===== src/rtl/exc_pkg.sv =====
package exc_pkg;

    localparam int XLEN = 32;
    localparam int CODE_W = 5;

    // Status bit positions
    localparam int ST_CU0 = 28;
    localparam int ST_BEV = 22;
    localparam int ST_ERL = 2;
    localparam int ST_EXL = 1;

    // Cause bit positions
    localparam int CA_BD      = 31;
    localparam int CA_IV      = 23;
    localparam int CA_CODE_LO = 2;
    localparam int CA_CODE_HI = CA_CODE_LO + CODE_W - 1;

    // Debug bit positions
    localparam int DB_SSTEP  = 0;
    localparam int DB_BRKPT  = 1;
    localparam int DB_DLOAD  = 2;
    localparam int DB_DSTORE = 3;
    localparam int DB_IBRK   = 4;
    localparam int DB_INT    = 5;

    typedef enum logic [3:0] {
        KIND_GENERAL    = 4'd0,
        KIND_EXT_INT    = 4'd1,
        KIND_TLB_REFILL = 4'd2,
        KIND_RESET      = 4'd3,
        KIND_NMI        = 4'd4,
        KIND_DBG_SSTEP  = 4'd5,
        KIND_DBG_INT    = 4'd6,
        KIND_DBG_IBRK   = 4'd7,
        KIND_DBG_BRKPT  = 4'd8,
        KIND_DBG_DSTORE = 4'd9,
        KIND_DBG_DLOAD  = 4'd10
    } exc_kind_e;

    typedef enum logic [1:0] {
        CLS_NORMAL = 2'd0,
        CLS_ERROR  = 2'd1,
        CLS_DEBUG  = 2'd2
    } exc_class_e;

    typedef struct packed {
        exc_class_e       cls;
        logic             is_reset;
        logic             is_sstep;
        logic             is_refill;
        logic             is_intr;
        logic [XLEN-1:0]  dbg_mask;
    } exc_decode_t;

    typedef struct packed {
        logic             valid;
        exc_class_e       cls;
        logic [XLEN-1:0]  save_addr;
        logic [XLEN-1:0]  vector;
        logic [XLEN-1:0]  status;
        logic [XLEN-1:0]  cause;
        logic [XLEN-1:0]  debug;
        logic             dm;
    } exc_entry_t;

    function automatic logic [XLEN-1:0] bit_mask(input int pos);
        logic [XLEN-1:0] m;
        m = '0;
        m[pos] = 1'b1;
        return m;
    endfunction

    function automatic logic [XLEN-1:0] return_addr(
        input logic [XLEN-1:0] pc,
        input logic            in_ds,
        input logic            sstep,
        input logic [XLEN-1:0] insn_bytes
    );
        if (sstep || !in_ds) begin
            return pc;
        end
        return pc - insn_bytes;
    endfunction

endpackage


===== src/rtl/exc_classify.sv =====
module exc_classify
    import exc_pkg::*;
(
    input  logic [3:0]    kind,
    input  logic          debug_mode,
    output exc_decode_t   dec
);

    exc_kind_e eff;

    always_comb begin
        eff = exc_kind_e'(kind);
        if (kind == KIND_EXT_INT && debug_mode) begin
            eff = KIND_DBG_INT;
        end
    end

    always_comb begin
        dec = '0;
        dec.cls = CLS_NORMAL;
        case (eff)
            KIND_EXT_INT:    dec.is_intr   = 1'b1;
            KIND_TLB_REFILL: dec.is_refill = 1'b1;
            KIND_RESET: begin
                dec.cls      = CLS_ERROR;
                dec.is_reset = 1'b1;
            end
            KIND_NMI:        dec.cls = CLS_ERROR;
            KIND_DBG_SSTEP: begin
                dec.cls      = CLS_DEBUG;
                dec.is_sstep = 1'b1;
                dec.dbg_mask = bit_mask(DB_SSTEP);
            end
            KIND_DBG_INT: begin
                dec.cls      = CLS_DEBUG;
                dec.dbg_mask = bit_mask(DB_INT);
            end
            KIND_DBG_IBRK: begin
                dec.cls      = CLS_DEBUG;
                dec.dbg_mask = bit_mask(DB_IBRK);
            end
            KIND_DBG_BRKPT: begin
                dec.cls      = CLS_DEBUG;
                dec.dbg_mask = bit_mask(DB_BRKPT);
            end
            KIND_DBG_DSTORE: begin
                dec.cls      = CLS_DEBUG;
                dec.dbg_mask = bit_mask(DB_DSTORE);
            end
            KIND_DBG_DLOAD: begin
                dec.cls      = CLS_DEBUG;
                dec.dbg_mask = bit_mask(DB_DLOAD);
            end
            default:         dec.cls = CLS_NORMAL;
        endcase
    end

endmodule


===== src/rtl/exc_vector_sel.sv =====
module exc_vector_sel
    import exc_pkg::*;
#(
    parameter logic [XLEN-1:0] VEC_RESET   = 32'hBFC0_0000,
    parameter logic [XLEN-1:0] VEC_DEBUG   = 32'hBFC0_0480,
    parameter logic [XLEN-1:0] BASE_BOOT   = 32'hBFC0_0200,
    parameter logic [XLEN-1:0] BASE_NORMAL = 32'h8000_0000,
    parameter logic [XLEN-1:0] OFF_REFILL  = 32'h0000_0000,
    parameter logic [XLEN-1:0] OFF_GENERAL = 32'h0000_0180,
    parameter logic [XLEN-1:0] OFF_INTR    = 32'h0000_0200
) (
    input  exc_decode_t      dec,
    input  logic             bev,
    input  logic             exl,
    input  logic             iv,
    output logic [XLEN-1:0]  vector
);

    logic [XLEN-1:0] base;
    logic [XLEN-1:0] offset;

    always_comb begin
        base = bev ? BASE_BOOT : BASE_NORMAL;
        if (dec.is_refill && !exl) begin
            offset = OFF_REFILL;
        end else if (dec.is_intr && iv) begin
            offset = OFF_INTR;
        end else begin
            offset = OFF_GENERAL;
        end
    end

    always_comb begin
        unique case (dec.cls)
            CLS_ERROR: vector = VEC_RESET;
            CLS_DEBUG: vector = VEC_DEBUG;
            default:   vector = base + offset;
        endcase
    end

endmodule


===== src/rtl/exc_reg_update.sv =====
module exc_reg_update
    import exc_pkg::*;
(
    input  exc_decode_t        dec,
    input  logic [CODE_W-1:0]  code,
    input  logic               in_ds,
    input  logic               debug_mode,
    input  logic [XLEN-1:0]    status_in,
    input  logic [XLEN-1:0]    cause_in,
    input  logic [XLEN-1:0]    debug_in,
    output logic [XLEN-1:0]    status_nx,
    output logic [XLEN-1:0]    cause_nx,
    output logic [XLEN-1:0]    debug_nx,
    output logic               dm_nx
);

    localparam logic [XLEN-1:0] RESET_STATUS =
        (XLEN'(1) << ST_CU0) | (XLEN'(1) << ST_BEV) | (XLEN'(1) << ST_ERL);
    localparam logic [XLEN-1:0] ERR_SET =
        (XLEN'(1) << ST_BEV) | (XLEN'(1) << ST_ERL);

    always_comb begin
        status_nx = status_in;
        cause_nx  = cause_in;
        debug_nx  = debug_in;
        unique case (dec.cls)
            CLS_NORMAL: begin
                status_nx[ST_EXL]                 = 1'b1;
                cause_nx[CA_CODE_HI:CA_CODE_LO]   = code;
                cause_nx[CA_BD]                   = in_ds;
            end
            CLS_ERROR: begin
                status_nx = dec.is_reset ? RESET_STATUS : (status_in | ERR_SET);
            end
            CLS_DEBUG: begin
                debug_nx = debug_in | dec.dbg_mask;
            end
            default: ;
        endcase
        dm_nx = debug_mode || (dec.cls == CLS_DEBUG);
    end

endmodule


===== src/rtl/exc_entry_seq.sv =====
module exc_entry_seq
    import exc_pkg::*;
#(
    parameter logic [31:0] VEC_RESET   = 32'hBFC0_0000,
    parameter logic [31:0] VEC_DEBUG   = 32'hBFC0_0480,
    parameter logic [31:0] BASE_BOOT   = 32'hBFC0_0200,
    parameter logic [31:0] BASE_NORMAL = 32'h8000_0000,
    parameter logic [31:0] OFF_REFILL  = 32'h0000_0000,
    parameter logic [31:0] OFF_GENERAL = 32'h0000_0180,
    parameter logic [31:0] OFF_INTR    = 32'h0000_0200,
    parameter int          INSN_BYTES  = 4
) (
    input  logic        clk,
    input  logic        rst,
    input  logic        req_valid,
    input  logic [3:0]  req_kind,
    input  logic [4:0]  req_code,
    input  logic [31:0] req_pc,
    input  logic        req_in_ds,
    input  logic        debug_mode_in,
    input  logic [31:0] status_in,
    input  logic [31:0] cause_in,
    input  logic [31:0] debug_in,
    output logic        out_valid,
    output logic [1:0]  out_class,
    output logic [31:0] save_addr,
    output logic [31:0] vector_pc,
    output logic [31:0] status_out,
    output logic [31:0] cause_out,
    output logic [31:0] debug_out,
    output logic        debug_mode_out
);

    localparam logic [XLEN-1:0] STEP = XLEN'(INSN_BYTES);

    exc_decode_t      dec;
    logic [XLEN-1:0]  vec_nx;
    logic [XLEN-1:0]  status_nx;
    logic [XLEN-1:0]  cause_nx;
    logic [XLEN-1:0]  debug_nx;
    logic             dm_nx;
    exc_entry_t       nx;
    exc_entry_t       q;

    exc_classify u_classify (
        .kind       (req_kind),
        .debug_mode (debug_mode_in),
        .dec        (dec)
    );

    exc_vector_sel #(
        .VEC_RESET   (VEC_RESET),
        .VEC_DEBUG   (VEC_DEBUG),
        .BASE_BOOT   (BASE_BOOT),
        .BASE_NORMAL (BASE_NORMAL),
        .OFF_REFILL  (OFF_REFILL),
        .OFF_GENERAL (OFF_GENERAL),
        .OFF_INTR    (OFF_INTR)
    ) u_vector (
        .dec    (dec),
        .bev    (status_in[ST_BEV]),
        .exl    (status_in[ST_EXL]),
        .iv     (cause_in[CA_IV]),
        .vector (vec_nx)
    );

    exc_reg_update u_regs (
        .dec        (dec),
        .code       (req_code),
        .in_ds      (req_in_ds),
        .debug_mode (debug_mode_in),
        .status_in  (status_in),
        .cause_in   (cause_in),
        .debug_in   (debug_in),
        .status_nx  (status_nx),
        .cause_nx   (cause_nx),
        .debug_nx   (debug_nx),
        .dm_nx      (dm_nx)
    );

    always_comb begin
        nx.valid     = req_valid;
        nx.cls       = dec.cls;
        nx.save_addr = return_addr(req_pc, req_in_ds, dec.is_sstep, STEP);
        nx.vector    = vec_nx;
        nx.status    = status_nx;
        nx.cause     = cause_nx;
        nx.debug     = debug_nx;
        nx.dm        = dm_nx;
    end

    always_ff @(posedge clk) begin
        if (rst) begin
            q     <= '0;
            q.cls <= CLS_NORMAL;
        end else begin
            q.valid <= req_valid;
            if (req_valid) begin
                q <= nx;
            end
        end
    end

    assign out_valid      = q.valid;
    assign out_class      = q.cls;
    assign save_addr      = q.save_addr;
    assign vector_pc      = q.vector;
    assign status_out     = q.status;
    assign cause_out      = q.cause;
    assign debug_out      = q.debug;
    assign debug_mode_out = q.dm;

endmodule


===== config.mk =====
export PLATFORM = sky130hd
export DESIGN_NAME = exc_entry_seq
export DESIGN_NICKNAME = d
export VERILOG_FILES = /design/src/rtl/exc_pkg.sv /design/src/rtl/exc_classify.sv /design/src/rtl/exc_vector_sel.sv /design/src/rtl/exc_reg_update.sv /design/src/rtl/exc_entry_seq.sv
export SDC_FILE = /design/constraint.sdc
export NUM_CORES = 1
export LEC_CHECK = 0
export BUFFER_PORTS_ARGS = -buffer_cell sky130_fd_sc_hd__buf_2
export CAP_MARGIN = 10
export CORE_ASPECT_RATIO = 0.75
export CORE_MARGIN = 3
export CORE_UTILIZATION = 45
export DETAILED_ROUTE_END_ITERATION = 12
export GPL_TIMING_DRIVEN = 0
export PLACE_DENSITY_LB_ADDON = 0.05
export REMOVE_ABC_BUFFERS = 1
export SLEW_MARGIN = 20
export SYNTH_ARGS = -nofsm -noshare
export SYNTH_HDL_FRONTEND = slang
export SYNTH_SLANG_ARGS = --single-unit

===== constraint.sdc =====
create_clock -name clk -period 2.4 [get_ports clk]
set_input_delay 0.24 -clock clk [delete_from_list [all_inputs] [get_ports clk]]
set_output_delay 0.24 -clock clk [all_outputs]
set_load 0.02 [all_outputs]

### After elaboration in Yosys (flattened, before gate mapping)

Cells that the tools add are included.

* logic and storage cells: 56
* bits of input ports: 142
* register bits after elaboration: 164
* output and inout bits: 164

* add/subtract/negate cells: 2
* mux-type cells: 22
* bitwise operators: 1
* reduce and logical (&&, ||, !) cells: 10
* eq/ne operators: 13

Operators by type and width (count)
* $mux W164: 1
* $mux W32: 5
* $pmux W32 S2: 1
* $mux W30: 2
* $pmux W6 S6: 1
* $add A32 B32 Y32: 1
* $or A32 B6 Y32: 1
* $sub A32 B3 Y32 const B: 1
* $eq A4 B3 Y1 const B: 4
* $eq A4 B4 Y1 const B: 3
* $mux W10: 1
* $eq A4 B1 Y1 const B: 2
* $eq A4 B2 Y1 const B: 2
* $mux W1: 7
* $reduce_or A6 Y1: 1
* $mux W5: 1
* $mux W4: 1
* $pmux W2 S2: 1
* $logic_and A1 B1 Y1: 3
* $eq A2 B1 Y1 const B: 1
* $eq A2 B2 Y1 const B: 1
* $logic_not A1 Y1: 2
* $logic_not A2 Y1: 1
* $logic_or A1 B1 Y1: 2
* other kinds (2): 2

### Depth between registers and ports, before layout

* depth in word-level cells: 11
* mapped depth: 10
* mapped depth without buffers: 9

### By module

From an unflattened synthesis, not the netlist that was laid out.

* cells, all modules: 842
* area total of the unflattened synthesis: 7840.0 um^2

By module, submodules not included
* exc_entry_seq: area each 6326.1 um^2, sequential area each 3283.1 um^2, times used 1, cells each 636
* exc_reg_update: area each 843.3 um^2, sequential area each 0.0 um^2, times used 1, cells each 109
* exc_classify: area each 364.1 um^2, sequential area each 0.0 um^2, times used 1, cells each 54
* exc_vector_sel: area each 306.5 um^2, sequential area each 0.0 um^2, times used 1, cells each 43

### Worst setup path before layout

Ideal clock, no wire load.

* kind: input to register
* start point: input req_kind[2]
* end point: register q (netlist bit out_class[1])
* cell stages on the path: 9
* path buffers: 2
* data required time: 2330 ps
* slack: 375 ps
* setup time: 70 ps
* data arrival time: 1954 ps
* path through: clkbuf_1 or3b_2 a21oi_1 inv_1 ha_1 clkbuf_1 nor2b_1 o21ai_0 a21oi_1

* word-level cells in the longest chain between the ends: 6
* elaborated cells on any way between the ends: 14
* those cells by class: eq/ne: 9; mux: 2; reduce/logical: 3

Ends and longest elaborated chain
* start, declared: RTL line exc_entry_seq.sv:16 `input logic [3:0] req_kind,`
* $eq A4 B1 Y1: RTL line exc_classify.sv:13 `if (kind == KIND_EXT_INT && debug_mode) begin`
* $logic_and A1 B1 Y1: RTL line exc_classify.sv:13
* $mux W4 (*): RTL line exc_classify.sv:13
* $eq A4 B3 Y1 (tied with other cells): RTL line exc_classify.sv:21 `case (eff)`
* $reduce_or A6 Y1 (no source line) / $reduce_or A2 Y1 (equally long branches)
* $pmux W2 S2 (*): RTL line exc_classify.sv:21
* end signal, assigned: RTL line exc_entry_seq.sv:99 `q <= nx;`
* end, declared: RTL line exc_entry_seq.sv:43 `exc_entry_t q;`

Mark *: on every way between the ends. The rest lies on a longest branch, timed or not.
A chain may end at the register's enable or synchronous reset.

### Worst setup path in the final report

* start point: input req_kind[1]
* end point: register q (netlist bit save_addr[31])

* word-level cells in the longest chain between the ends: 8

Ends and longest elaborated chain
* $eq A4 B1 Y1: RTL line exc_classify.sv:13
* $logic_and A1 B1 Y1: RTL line exc_classify.sv:13
* $mux W4 (*): RTL line exc_classify.sv:13
* $eq A4 B3 Y1 (*): RTL line exc_classify.sv:21
* $mux W1 (*): RTL line exc_classify.sv:21
* $logic_or A1 B1 Y1 (*): RTL line exc_pkg.sv:79 `if (sstep || !in_ds) begin`
* $mux W1 (*): RTL line exc_pkg.sv:79
* $mux W32 (*): RTL line exc_pkg.sv:82 `return pc - insn_bytes;`

Marks and branches as above.

==> results by stage <==
Yosys:
- The xor/xnor share of the synthesized area is 1.01%.
- The mean instance size in the synthesized netlist is 9.03 um2.
- The number of synthesized flops with an enable pin is 0.
- The sequential fraction of the synthesis area is 45.5%.
- The number of register bits inferred by synthesis is 138.
- The synthesized netlist devotes 22.4% of its cell area to simple gates.
- The synthesized netlist devotes 1.03% of its cell area to adder and majority cells.
- The portion of synthesized area spent on multiplexers is 10.2%.
- The synthesized design spends more area on one cell type than any other, namely sky130_fd_sc_hd__dfxtp_1.
- The synthesized netlist contains 45 unique library cells.
- Ranked by instance count, the synthesized netlist is headed by 138 x sky130_fd_sc_hd__dfxtp_1, 128 x sky130_fd_sc_hd__nor2_1, 61 x sky130_fd_sc_hd__mux2i_1, 41 x sky130_fd_sc_hd__clkbuf_1, 36 x sky130_fd_sc_hd__nand2b_1.
- In the post-synthesis netlist, the biggest area contributors are sky130_fd_sc_hd__dfxtp_1 46%, sky130_fd_sc_hd__mux2i_1 10%, sky130_fd_sc_hd__nor2_1 7.9%.
- Summing every instance area after synthesis gives 0.00607 mm2.
- The top cell type's share of synthesized area is 45.5%.
- By area, the combinational part of the netlist is dominated by simple AND/OR/NAND/NOR gates.
- After synthesis, the share of flip-flops with an asynchronous set or reset is 0%.
- The number of warnings issued by yosys is 0.
- The post-synthesis cell count is 672.
- sky130_fd_sc_hd__dfxtp_1 is the most common cell in the netlist.
- For this run, the leading register cell type out of synthesis is sky130_fd_sc_hd__dfxtp_1.
- The synthesized-area fraction occupied by ao, oa, aoi and oai cells is 12.6%.

Routing:
- The first routing iteration left 282 violations.
- Summed over all layers, the routed wires come to 17100 um.
- The total number of vias is 5669.
- The count of nets left with antenna violations once routing finished came out at 0.
- The routed wire length per instance is 15.5 um.
- The post-route DRC violation count is 0.
- Dividing the detail-routed via count by the number of cells gives 5.14.
- The first-pass detailed-route iteration total is 5.

Power:
- The worst-case IR drop observed on VDD is 0.478 mV.
- Internal power comes to 4.34 mW.
- The sequential group share of total power is 41.8%.
- The net switching power is 1.67 mW.
- The clock network accounts for 42.3% of the total power.
- The static power due to leakage is 3.80 nW.
- The overall power after layout is 6.02 mW.
- Combinational cells account for 15.9% of the total power.
- For this design the ratio of total power to cell area is 749 mW/mm2.
- Net switching is 27.8% of the power.

STA:
- The headroom to the max-slew limit is 55.8%.
- The achievable frequency is 488 MHz.
- The count of final hold-check violations is 0.
- Dividing the final minimum period by the clock period gives 85.3%.
- The aggregate negative setup slack is 0 ns.
- Across all setup checks in the final design, the least slack found is 0.352 ns.
- On the final layout, the worst clock skew is 0 ns.
- The minimum clock period is 2.05 ns.
- Setup repair after global routing left no endpoint under its margin.
- The max-slew violation count is 0.
- Setup violations remaining at the end of the flow were counted as 0.
- For the pin with the worst max-slew slack, the measured transition is 0.660 ns.
- Hold is met by 0.0503 ns.

Clock tree:
- CTS placed an instance of sky130_fd_sc_hd__clkbuf_16 at the clock tree root.
- After clock tree synthesis, the clock-pin slew on the worst setup and hold paths is 0.06 ns.
- The tree built by TritonCTS fans out to 138 sinks.
- Clock latency on the worst-skew pair, taken at its later pin, is 0.42 ns.
- The depth of the CTS H-tree is 4.
- In this run, CTS created clock tree buffers numbering 17.
- The longest clock path from root to sink contains 2 buffers.
- The CTS tree is built.
- Buffers added to address setup during post-CTS repair amount to 0.

Finish:
- The proportion of layout cells with a drive suffix above 1 is 35.3%.
- The diode insertion count for antenna repair is 0.
- The number of nets in the final layout is 1066.
- At the end of the flow the core is filled with cells to 61.5%.
- The layout overhead on the synthesized area is 32.3%.
- Counting the fill cells in the layout gives 1169.

Placed design:
- Detailed placement finished with a half-perimeter wire length of 12200 um.
- The congestion estimate from routability-driven global placement came to 0.821.
- Timing analysis after detailed placement gives a worst setup slack of -0.370 ns.
- The number of buffer cells added on primary ports is 286.

Worst setup path:
- The worst-path cell with the longest stage delay is sky130_fd_sc_hd__or4_1.
- STA classifies the critical path endpoint as a flip-flop.
- The worst setup path is launched from an input pin.
- Along the worst path, the maximum fanout reaches 13.
- The critical path class is in -> reg.
- Walking the worst path, the cells encountered are buf_2 > nand4bb_1 > nand4_1 > or4_1 > a311oi_1.
- Data on the critical path is required at its endpoint by 2.73 ns.
- For the worst setup path, the data arrival time is 2.38 ns.
- The biggest cell delay along the critical path is 0.68 ns.

Global routing:
- The wire length of the first global-routing pass is 25600 um.
- The total grt overflow is 0.
- Entering global routing, the biggest net connects 117 pins.
- The global router's overall resource usage is 21.3%.
- The initial antenna violation count was 0.
- The via count of the first global-routing pass came to 5281.

Floorplan:
- The floorplan step defined a die boundary enclosing 0.0149 mm2.
- For this configuration, the core starts out at a cell density of 46.4%.
- The initialized floorplan defines 36 standard-cell rows.
- The count of boundary I/O pins is 306.
- The total core area is 0.0131 mm2.
- The floorplan step set the die width to 140 um.
- From bottom edge to top edge, the die measures 107 um.

Job:
- The tool flagged a number of max-cap violations equal to 0.

Outcome:
- The run finished with clean final reports.

Min path:
- The min-delay analysis places its worst path in the category in -> reg.
-- worst max-delay path, delay by kind of cell --
| family | cells | cell delay (ns) |
|---|---|---|
| simple gates | 3 | 1.66 |
| compound gates | 1 | 0.26 |
| buf+inv | 1 | 0.21 |
-- cell type report --
class / count / area [um2] / area share [%]
clock buffers: 19 / 433 / 5.39
clock inverters: 13 / 144 / 1.79
inverters: 7 / 26.3 / 0.327
multi-input cells: 467 / 2950 / 36.7
flip-flops and latches: 138 / 2760 / 34.4
well taps: 171 / 214 / 2.66
repair buffers: 288 / 1500 / 18.7
-- path summary, 6_finish.rpt --
path	start	end	slack, ns	depth (start not counted)
setup / recovery	req_kind[1]	save_addr[31]	0.35	5
hold / removal	cause_in[30]	cause_out[30]	0.05	3
setup reg to reg	vector_pc[29]	vector_pc[29]	1.64	2
hold reg to reg	status_out[3]	status_out[3]	0.46	2
-- per-layer routing --
layer / wire, um / GRT usage, %
met2: 8240 / 36.2
met3: 1620 / 7.19
met4: 390 / 9.89
met5: 0 / 0
met1: 6870 / 24.3
-- cell families after synthesis --
logic type,after synthesis
multiplexers,62
flip-flops,138
buffers and inverters,86
AO/OA/AOI/OAI,110
AND/OR/NAND/NOR,263
XOR/XNOR,7
other,1
adder cells (fa/ha/maj),5
-- state kept, by name, indices dropped and copies added (netlist names) --
| name | count |
|---|---|
| out_class | 2 |
| cause_out | 32 |
| debug_out | 32 |
| vector_pc | 6 |
| out_valid | 1 |
| status_out | 32 |
| save_addr | 32 |
| debug_mode_out | 1 |
-- what timing repair did --
item	in CTS	in global routing
endpoints found under the setup margin	0	11
resized for setup	0	0
hold endpoints to repair	0	0
hold buffers	0	0
-- per-stage QoR --
step	instances	cell area (um2)
floorplan	611	5720
finish	1103	8030
global placement	1068	7370
global route	1103	8030
detailed placement	1070	7440
CTS	1102	8020
-- cell usage in the layout (no fill, tap or decap), drive strengths merged, types with 2 or more instances in the layout --
cell      instances
buf             288
dfxtp           138
nor2            128
mux2i            61
nand2b           36
nand3            33
a21oi            31
a211oi           25
a311oi           23
conb             19
clkbuf           19
o31ai            16
or4              15
nand2            11
inv              10
nand4             8
nor4              6
nand3b            5
or3               5
o21ai             5
ha                5
o22ai             4
xor2              4
clkinvlp          4
nor3              4
clkinv            4
o41ai             3
xnor2             3
and3              2
or2               2
o21a              2
nand4b            2
nor2b             2
bufinv            2
-- power groups by stage --
| stage | registers [mW] | clock network (mW) | logic (mW) |
|---|---|---|---|
| 2_1_floorplan | 2.75 | 0 | 0.297 |
| 3_3_place_gp | 2.55 | 0 | 0.959 |
| 3_5_place_dp | 2.56 | 0 | 0.959 |
| 4_1_cts | 2.51 | 2.60 | 0.961 |
| 5_1_grt | 2.53 | 2.70 | 1.04 |
| 6_report | 2.51 | 2.55 | 0.956 |
Power figures use the tool's default switching activity.
